--- config.mk ---
export PLATFORM = sky130hd
export DESIGN_NAME = npc_unit
export DESIGN_NICKNAME = d
export VERILOG_FILES = /design/src/rtl/npc_pkg.sv /design/src/rtl/npc_cond_eval.sv /design/src/rtl/npc_target.sv /design/src/rtl/npc_out_stage.sv /design/src/rtl/npc_unit.sv
export SDC_FILE = /design/constraint.sdc
export NUM_CORES = 1
export LEC_CHECK = 0
export ABC_AREA = 1
export BUFFER_PORTS_ARGS = -buffer_cell sky130_fd_sc_hd__buf_2
export CORE_ASPECT_RATIO = 0.6
export CORE_MARGIN = 10
export CORE_UTILIZATION = 30
export CTS_CLUSTER_DIAMETER = 80
export CTS_CLUSTER_SIZE = 10
export DETAILED_ROUTE_END_ITERATION = 7
export GPL_ROUTABILITY_DRIVEN = 0
export PLACE_DENSITY_LB_ADDON = 0.08
export SLEW_MARGIN = 30
export SYNTH_ARGS = -nofsm -noshare
export SYNTH_HDL_FRONTEND = slang
export SYNTH_SLANG_ARGS = --single-unit
--- constraint.sdc ---
create_clock -name clk -period 0.8 [get_ports clk]
set_clock_uncertainty 0.2 [all_clocks]
set_input_delay 0.12 -clock clk [delete_from_list [all_inputs] [get_ports clk]]
set_output_delay 0.12 -clock clk [all_outputs]
set_load 0.05 [all_outputs]
--- src/rtl/npc_pkg.sv ---
package npc_pkg;

   localparam int INSN_W     = 16;
   localparam int COFF_W     = 11;
   localparam int IMM_W      = 8;
   localparam int CC_W       = 3;

   typedef struct packed {
      logic z;
      logic s;
      logic c;
      logic o;
   } flags_t;

   typedef enum logic [2:0] {
      K_SEQ   = 3'd0,
      K_COND  = 3'd1,
      K_JAL   = 3'd2,
      K_JR    = 3'd3,
      K_MOVA  = 3'd4,
      K_PCMEM = 3'd5
   } kind_e;

   function automatic kind_e classify(input logic [INSN_W-1:0] w);
      kind_e k;
      k = K_SEQ;
      if (w[15]) begin
         k = K_COND;
      end else if (w[15:14] == 2'b01) begin
         case (w[13:11])
            3'b001:         k = K_MOVA;
            3'b100, 3'b101: k = K_PCMEM;
            3'b110:         k = K_JAL;
            3'b111:         k = K_JR;
            default:        k = K_SEQ;
         endcase
      end
      return k;
   endfunction

endpackage

--- src/rtl/npc_cond_eval.sv ---
module npc_cond_eval
   import npc_pkg::*;
(
   input  logic [CC_W-1:0] cc,
   input  logic            pol,
   input  flags_t          fl,
   output logic            take,
   output logic            bad
);

   logic sel;
   logic signed_lt;

   assign signed_lt = fl.s ^ fl.o;

   always_comb begin
      case (cc)
         3'd1:    sel = fl.z;
         3'd2:    sel = fl.s;
         3'd3:    sel = fl.o;
         3'd4:    sel = fl.c;
         3'd5:    sel = fl.c | fl.z;
         3'd6:    sel = signed_lt;
         3'd7:    sel = signed_lt | fl.z;
         default: sel = 1'b0;
      endcase
   end

   // code 0: polarity 0 means always, polarity 1 is unassigned
   assign bad  = (cc == '0) && pol;
   assign take = (cc == '0) ? ~pol : (sel == pol);

endmodule

--- src/rtl/npc_target.sv ---
module npc_target
   import npc_pkg::*;
#(
   parameter int PC_W = 16
) (
   input  kind_e             kind,
   input  logic              cond_take,
   input  logic [PC_W-1:0]   pc,
   input  logic [PC_W-1:0]   reg_val,
   input  logic [COFF_W-1:0] off_raw,
   output logic [PC_W-1:0]   nxt,
   output logic              tk,
   output logic              lw,
   output logic [PC_W-1:0]   lnk,
   output logic [PC_W-1:0]   rel
);

   logic [PC_W-1:0] pc_inc;
   logic [PC_W-1:0] off_c;
   logic [PC_W-1:0] off_i;

   assign pc_inc = pc + PC_W'(1);
   assign off_c  = {{(PC_W-COFF_W){off_raw[COFF_W-1]}}, off_raw};
   assign off_i  = {{(PC_W-IMM_W){off_raw[IMM_W-1]}}, off_raw[IMM_W-1:0]};
   assign lnk    = pc_inc;

   always_comb begin
      nxt = pc_inc;
      tk  = 1'b0;
      lw  = 1'b0;
      rel = '0;
      case (kind)
         K_COND: begin
            if (cond_take) begin
               nxt = pc_inc + off_c;
               tk  = 1'b1;
            end
         end
         K_JAL: begin
            nxt = pc_inc + off_i;
            tk  = 1'b1;
            lw  = 1'b1;
         end
         K_JR: begin
            nxt = reg_val + off_i;
            tk  = 1'b1;
         end
         K_MOVA:  rel = pc_inc + off_i;
         K_PCMEM: rel = pc + off_i;
         default: ;
      endcase
   end

endmodule

--- src/rtl/npc_out_stage.sv ---
module npc_out_stage #(
   parameter int W       = 8,
   parameter bit REG_OUT = 1'b1
) (
   input  logic         clk,
   input  logic         rst_n,
   input  logic         v_in,
   input  logic [W-1:0] d_in,
   output logic         v_out,
   output logic [W-1:0] d_out
);

   generate
      if (REG_OUT) begin : g_reg
         always_ff @(posedge clk or negedge rst_n) begin
            if (!rst_n) begin
               v_out <= 1'b0;
               d_out <= '0;
            end else begin
               v_out <= v_in;
               d_out <= d_in;
            end
         end
      end else begin : g_comb
         assign v_out = v_in;
         assign d_out = d_in;
      end
   endgenerate

endmodule

--- src/rtl/npc_unit.sv ---
module npc_unit
   import npc_pkg::*;
#(
   parameter int PC_W    = 16,
   parameter bit REG_OUT = 1'b1
) (
   input  logic              clk,
   input  logic              rst_n,
   input  logic              in_valid,
   input  logic [PC_W-1:0]   pc,
   input  logic [3:0]        flags,
   input  logic [INSN_W-1:0] instr,
   input  logic [PC_W-1:0]   reg_val,
   output logic              out_valid,
   output logic [PC_W-1:0]   next_pc,
   output logic              taken,
   output logic              illegal,
   output logic              link_wr,
   output logic [PC_W-1:0]   link_val,
   output logic [PC_W-1:0]   rel_addr
);

   localparam int RES_W = 3 * PC_W + 3;

   generate
      if (PC_W < COFF_W + 1) begin : g_bad_width
         $error("npc_unit: PC_W must exceed the jump offset width");
      end
   endgenerate

   kind_e           kind;
   logic            c_take, c_bad;
   logic [PC_W-1:0] t_nxt, t_lnk, t_rel;
   logic            t_tk, t_lw;
   logic            ill_c;
   logic [RES_W-1:0] res_d, res_q;

   assign kind = classify(instr);

   npc_cond_eval u_cond (
      .cc   (instr[14:12]),
      .pol  (instr[11]),
      .fl   (flags_t'(flags)),
      .take (c_take),
      .bad  (c_bad)
   );

   npc_target #(.PC_W(PC_W)) u_tgt (
      .kind      (kind),
      .cond_take (c_take),
      .pc        (pc),
      .reg_val   (reg_val),
      .off_raw   (instr[COFF_W-1:0]),
      .nxt       (t_nxt),
      .tk        (t_tk),
      .lw        (t_lw),
      .lnk       (t_lnk),
      .rel       (t_rel)
   );

   assign ill_c = (kind == K_COND) && c_bad;
   assign res_d = {ill_c, t_tk, t_lw, t_nxt, t_lnk, t_rel};

   npc_out_stage #(.W(RES_W), .REG_OUT(REG_OUT)) u_out (
      .clk   (clk),
      .rst_n (rst_n),
      .v_in  (in_valid),
      .d_in  (res_d),
      .v_out (out_valid),
      .d_out (res_q)
   );

   assign {illegal, taken, link_wr, next_pc, link_val, rel_addr} = res_q;

   // an unassigned encoding never redirects fetch
   assert_illegal_falls_through_R6: assert property (@(posedge clk) disable iff (!rst_n)
      out_valid && illegal |-> !taken && next_pc == link_val);

   // only a taken jump-and-link writes the link register
   assert_link_needs_jump_R7: assert property (@(posedge clk) disable iff (!rst_n)
      out_valid && link_wr |-> taken);

   // untaken flow continues at the return address PC+1
   assert_seq_next_R3: assert property (@(posedge clk) disable iff (!rst_n)
      out_valid && !taken |-> next_pc == link_val);

   // a write-back of link never coincides with a PC-relative address
   assert_link_rel_excl_R9: assert property (@(posedge clk) disable iff (!rst_n)
      out_valid && link_wr |-> rel_addr == '0);

   generate
      if (REG_OUT) begin : g_lat_chk
         assert_valid_latency_R11: assert property (@(posedge clk) disable iff (!rst_n)
            $past(rst_n) |-> out_valid == $past(in_valid));
      end
   endgenerate

endmodule

==> results of run 1 <==
==> cell families (layout without fill, tap and decap cells) <==
kind of cell | after synthesis | in the layout
flops | 52 | 52
buf+inv | 99 | 482
simple gates | 437 | 437
fa+ha+maj | 59 | 59
compound gates | 118 | 118
xor+xnor | 24 | 24
==> cells in the final DEF, fill, tap and decap left out, types with 8 or more instances in the layout <==
cell,synthesis,final
buf_4,1,216
nand2_1,245,171
buf_6,2,101
nand3_1,89,61
inv_1,90,59
nand2_2,0,51
dfrtp_2,0,51
buf_2,0,39
a21oi_1,58,37
nor2_1,52,37
ha_1,56,31
inv_2,5,27
ha_4,0,25
nand2_4,3,21
nand3_2,0,20
o21ai_0,30,18
buf_12,0,16
a21oi_2,1,13
nor2_4,2,13
nand4_1,12,12
xor2_4,0,10
a21oi_4,0,9
nand3_4,0,8
==> worst min-delay path, cell delays in order <==
cell,delay [ps]
buf_12,100
buf_4,100
nor4_1,30
==> sequential cells by signal, indices dropped and copies added, names as in the netlist <==
register / cells
u_out.d_out: 51
u_out.v_out: 1
==> metal layers <==
layer | track usage, % | vias to the layer above
li1 | - | 3381
met1 | 30.3 | 3185
met2 | 29.3 | 205
met3 | 3.31 | 18
met4 | 2.74 | 0
met5 | 0 | -
==> where the power goes <==
part / switching [mW] / internal [mW]
Clock: 1.08 / 1.78
Combinational: 4.34 / 3.59
Sequential: 0.145 / 2.89
==> how the worst min path moves through the flow <==
stage | to | slack (ps) | startpoint | cells after the start
after global routing | u_out.d_out[50]$_DFF_PN0_ | -130 | instr[13] | 3
after floorplan | u_out.d_out[0]$_DFF_PN0_ | -380 | rst_n | 0
after CTS | u_out.d_out[50]$_DFF_PN0_ | -140 | instr[13] | 3
final | u_out.d_out[50]$_DFF_PN0_ | -130 | instr[13] | 3
after global placement | u_out.d_out[49]$_DFF_PN0_ | -240 | rst_n | 1
after detailed placement | u_out.d_out[49]$_DFF_PN0_ | -250 | rst_n | 1
==> final cells by class <==
cell class | instances | area (sq um) | share of cell area [%]
multi-input combinational | 638 | 5030 | 47.2
clock buffer | 5 | 125 | 1.17
inverter | 96 | 405 | 3.81
clock inverter | 2 | 60.1 | 0.564
timing repair buffer | 379 | 3370 | 31.7
sequential | 52 | 1370 | 12.8
tap | 234 | 293 | 2.75
==> what timing repair did <==
action | in CTS | in global routing
cloned | 1 | 0
endpoints found under the setup margin | 100 | 149
hold buffers | 2 | 1
resized for setup | 306 | 120
hold endpoints to repair | 57 | 55
buffers inserted | 33 | 30
pin swaps | 86 | 83
==> through the flow <==
| step | cell area (sq um) | instances | worst slack, ps | power [mW] |
|---|---|---|---|---|
| final | 10700 | 1406 | -1570 | 13.8 |
| after global placement | 8250 | 1347 | -2130 | 9.07 |
| after detailed placement | 8250 | 1347 | -2120 | 9.08 |
| after CTS | 10000 | 1383 | -1470 | 13.2 |
| after floorplan | 5730 | 789 | -1500 | 6.29 |
| after global routing | 10700 | 1406 | -1730 | 14.5 |
==> results.sh, run 1 <==
export IMPL_status="finished, violations left"
export IMPL_violations="hold timing, setup timing"
export IMPL_worst_slew_pin_slew_ps=521
export IMPL_nets=1286
export IMPL_max_freq_mhz=422
export IMPL_drc=0
export IMPL_synth_distinct_cells=36
export IMPL_grt_max_degree=28
export IMPL_synth_xor_area_share_pct=4.01
export IMPL_fin_util_pct=62.2
export IMPL_grt_ovfl_total=0
export IMPL_crit_top_cell="nand2_2"
export IMPL_synth_enable_flop_cells=0
export IMPL_cp_start_kind="input pin"
export IMPL_cp_startpoint="pc[0]"
export IMPL_highest_layer="met4"
export IMPL_ys_async_sr_fraction_pct=100
export IMPL_routedWlPerCell_um=17.7
export IMPL_synthTopCellsByArea="dfrtp_1 25%, nand2_1 18%, ha_1 13%, nand3_1 8.5%, inv_1 6.4%"
export IMPL_peakVddDrop_v=0.000894
export IMPL_setup_tns_ps=-69200
export IMPL_area_growth_pct=103
export IMPL_synth_seq_cells=52
export IMPL_cts_made_buffers=5
export IMPL_wl_met2_um=10600
export IMPL_vias_per_cell=4.83
export IMPL_seq_area_frac_synth_pct=24.8
export IMPL_syn_nets=903
export IMPL_yosysMostFrequentCell="nand2_1"
export IMPL_drive_gt1_share_pct=59.0
export IMPL_cap_violations=0
export IMPL_path_delay_family="simple AND/OR/NAND/NOR gates"
export IMPL_synthAdderAreaFrac_pct=14.5
export IMPL_power_density_nw_per_um2=1300
export IMPL_final_max_slew_violation_count=0
export IMPL_path_depth=19
export IMPL_synthMuxAreaShare_pct=0
export IMPL_holdCritPathClass="in -> reg"
export IMPL_antenna_found_initial=0
export IMPL_path_buf_inv=3
export IMPL_ys_flop_type="dfrtp_1"
export IMPL_period_minus_slack_ps=2370
export IMPL_yosysTopAreaCellShare_pct=24.8
export IMPL_wl_met1_um=12600
export IMPL_yosys_warnings=0
export IMPL_cts_tree="yes"
export IMPL_worstPathRequired_ps=800
export IMPL_diodes=0
export IMPL_htreeDepth=2
export IMPL_yosysTopAreaCell="dfrtp_1"
export IMPL_fp_dieArea_sq_um=23300
export IMPL_period_share_pct=296
export IMPL_cts_buffer_depth=2
export IMPL_critPathMaxFanout=5
export IMPL_endpoint="u_out.d_out[47]$_DFF_PN0_"
export IMPL_yosys_top_cells_count="245 x nand2_1, 90 x inv_1, 89 x nand3_1"
export IMPL_fillerInstances=1462
export IMPL_dp_hpwl_um=19100
export IMPL_critPathMaxStageDelay_ps=310
export IMPL_critPathArrivalTime_ps=2360
export IMPL_wl_met3_um=1530
export IMPL_relSlewSlack_pct=65.1
export IMPL_port_buffers=106
export IMPL_synth_avg_cell_area_sq_um=6.64
export IMPL_synth_simple_area_share_pct=36.3
export IMPL_ios=107
export IMPL_grt_pass1_vias=6576
export IMPL_cts_root_buf="clkbuf_16"
export IMPL_vias=6789
export IMPL_initial_core_util_pct=30.6
export IMPL_timing_worst_setup_path_type="in -> reg"
export IMPL_synth_top_family_by_area="simple AND/OR/NAND/NOR gates"
export IMPL_clkSlewWorstSetupHoldPaths_ps=80
export IMPL_finalSetupViolations=150
export IMPL_clock_sinks=52
export IMPL_finalHoldViolations=2
export IMPL_end_kind="flip-flop"
export IMPL_first_pass_iters=5
export IMPL_core_area_sq_um=17100
export IMPL_grt_usage_pct=20.0
export IMPL_synth_area_sq_um=5240
export IMPL_grt_pass1_wl_um=36500
export IMPL_antenna_left=0
export IMPL_leakagePower_nw=5.09
export IMPL_slowest_stage="ha_4"
export IMPL_netlist_instances=789
export IMPL_first_iter_violations=536
export IMPL_die_height_um=122
export IMPL_fin_ws_ps=-1570
export IMPL_rows=37
export IMPL_rsz0062_at_grt="yes"
export IMPL_synth_compound_area_share_pct=12.8
export IMPL_worstPathCellList="buf_12, ha_4, nand3_4, nor2_4, nand2_2, nor2_4, nand2_2, xor2_2, inv_2, ha_4, nand2_2, nor2_2, a21oi_2, nand2_2, nand3_4, nand3_2, nand2_1, inv_1, nand3_1"
export IMPL_dieWidth_um=191
export IMPL_holdWs_ps=-128
export IMPL_wirelength_um=24900
(Power assumes the default switching activity.)
==> run 2: changes to the inputs <==
--- a/config.mk
+++ b/config.mk
@@ -15,6 +15,7 @@
 export DETAILED_ROUTE_END_ITERATION = 7
 export GPL_ROUTABILITY_DRIVEN = 0
 export PLACE_DENSITY_LB_ADDON = 0.08
+export SETUP_SLACK_MARGIN = 0.3
 export SLEW_MARGIN = 30
 export SYNTH_ARGS = -nofsm -noshare
 export SYNTH_HDL_FRONTEND = slang
==> constraint.sdc (replaced) <==
create_clock -name clk -period 0.8 [get_ports clk]
set_clock_uncertainty 0.2 [all_clocks]
set_input_delay 0.12 -clock clk [delete_from_list [all_inputs] [get_ports clk]]
set_output_delay 0.12 -clock clk [all_outputs]
set_load 0.1 [all_outputs]
==> results.sh, run 2 (synthesis results as in run 1) <==
export IMPL_status="finished, violations left"
export IMPL_violations="hold timing, setup timing"
export IMPL_clkSlewWorstSetupHoldPaths_ps=80
export IMPL_cts_made_buffers=5
export IMPL_use_met2_pct=27.7
export IMPL_end_kind="flip-flop"
export IMPL_cap_violations=0
export IMPL_dieWidth_um=191
export IMPL_area_growth_pct=108
export IMPL_htreeDepth=2
export IMPL_finalHoldViolations=56
export IMPL_rows=37
export IMPL_initial_core_util_pct=30.6
export IMPL_fin_ws_ps=-1630
export IMPL_use_met3_pct=4.02
export IMPL_antenna_found_initial=1
export IMPL_top_regs="u_out.d_out (51), u_out.v_out (1)"
export IMPL_fp_dieArea_sq_um=23300
export IMPL_final_cell_mix="209 x buf_4, 182 x nand2_1, 67 x inv_1"
export IMPL_nets=1287
export IMPL_critPathArrivalTime_ps=2390
export IMPL_p_total_mw=14.6
export IMPL_drc=0
export IMPL_grt_usage_pct=19.2
export IMPL_grt_pass1_vias=6431
export IMPL_clock_sinks=52
export IMPL_finalSetupViolations=100
export IMPL_cts_root_buf="clkbuf_16"
export IMPL_grt_ovfl_total=0
export IMPL_final_common_cell="buf_4"
export IMPL_timing_worst_setup_path_type="in -> reg"
export IMPL_relSlewSlack_pct=50.9
export IMPL_drive_gt1_share_pct=56.9
export IMPL_max_freq_mhz=411
export IMPL_rsz0062_at_grt="yes"
export IMPL_leakagePower_nw=5.20
export IMPL_routedWlPerCell_um=17.0
export IMPL_cp_start_kind="input pin"
export IMPL_regMostFlops="u_out.d_out"
export IMPL_port_buffers=106
export IMPL_wirelength_um=24000
export IMPL_critPathMaxFanout=3
export IMPL_period_minus_slack_ps=2430
export IMPL_cts_buffer_depth=2
export IMPL_cts_tree="yes"
export IMPL_first_pass_iters=5
export IMPL_grt_busiest_layer="met1"
export IMPL_dp_hpwl_um=18500
export IMPL_ios=107
export IMPL_power_density_nw_per_um2=1330
export IMPL_final_max_slew_violation_count=0
export IMPL_first_iter_violations=468
export IMPL_largest_reg_flops=51
export IMPL_antenna_left=0
export IMPL_vias_per_cell=4.85
export IMPL_grt_max_degree=27
export IMPL_die_height_um=122
export IMPL_grt_pass1_wl_um=35300
export IMPL_worst_slew_pin_slew_ps=734
export IMPL_core_area_sq_um=17100
export IMPL_worstPathRequired_ps=760
export IMPL_vias=6830
export IMPL_period_share_pct=304
export IMPL_holdCritPathClass="in -> async"
export IMPL_holdWs_ps=-574
export IMPL_grt_use_met1_pct=28.8
export IMPL_peakVddDrop_v=0.000854
==> run 2: path summary, 6_finish.rpt <==
check,from,cells after the start,endpoint,slack [ps]
worst max-delay path,pc[1],20,u_out.d_out[44]$_DFF_PN0_,-1630
worst min-delay path,rst_n,1,u_out.d_out[34]$_DFF_PN0_,-570
max in group asynchronous,rst_n,2,u_out.d_out[9]$_DFF_PN0_,560
min in group clk,in_valid,1,u_out.v_out$_DFF_PN0_,-280
==> run 2: power by group <==
part,internal (mW),switching (mW)
clock,1.20,1.20
combinational,3.90,5.05
sequential,3.00,0.206
==> run 2: cell type report <==
class,instances,area [sq um]
inverters,96,405
diodes,1,2.50
well taps,234,293
flip-flops and latches,52,1500
fillers,1451,6220
clock buffers,5,125
repair buffers,380,3780
multi-input cells,638,4780
clock inverters,3,27.5
==> run 2: through the flow <==
step,setup TNS (ps),instance area (sq um),std cells,util [%],worst slack [ps]
after CTS,-67200,10100,1375,58.7,-1450
after global placement,-73140,9170,1345,53.5,-1990
final,-73610,10900,1409,63.7,-1630
after floorplan,-44170,5870,789,-,-1500
after global routing,-78070,10900,1409,63.7,-1790
after detailed placement,-74150,9170,1345,53.5,-2040
==> run 2: routing by layer <==
metal,wire (um),share of wire [%]
met5,0,0
met4,294,1.2
met3,1690,7.0
met2,9990,42
met1,12000,50
==> run 2: critical path, cell delays in order <==
cell	delay, ps
buf_12	90
ha_4	140
nand3_4	70
nor2_4	140
nand2_2	90
nor2_4	170
buf_6	120
nand2_4	50
o21ai_2	120
nand2_2	100
inv_4	90
ha_4	220
buf_6	120
buf_12	120
nand2_8	70
nor2_4	30
nor2_2	120
nand4_1	170
nand3_2	110
nand4_1	120
==> run 2: timing repair <==
| action | CTS | global route |
|---|---|---|
| resized for setup | 126 | 140 |
| endpoints found under the hold margin | 58 | 56 |
| setup endpoints to repair | 102 | 101 |
| pin swaps | 50 | 64 |
| setup buffers | 22 | 33 |
| gates cloned | 0 | 0 |
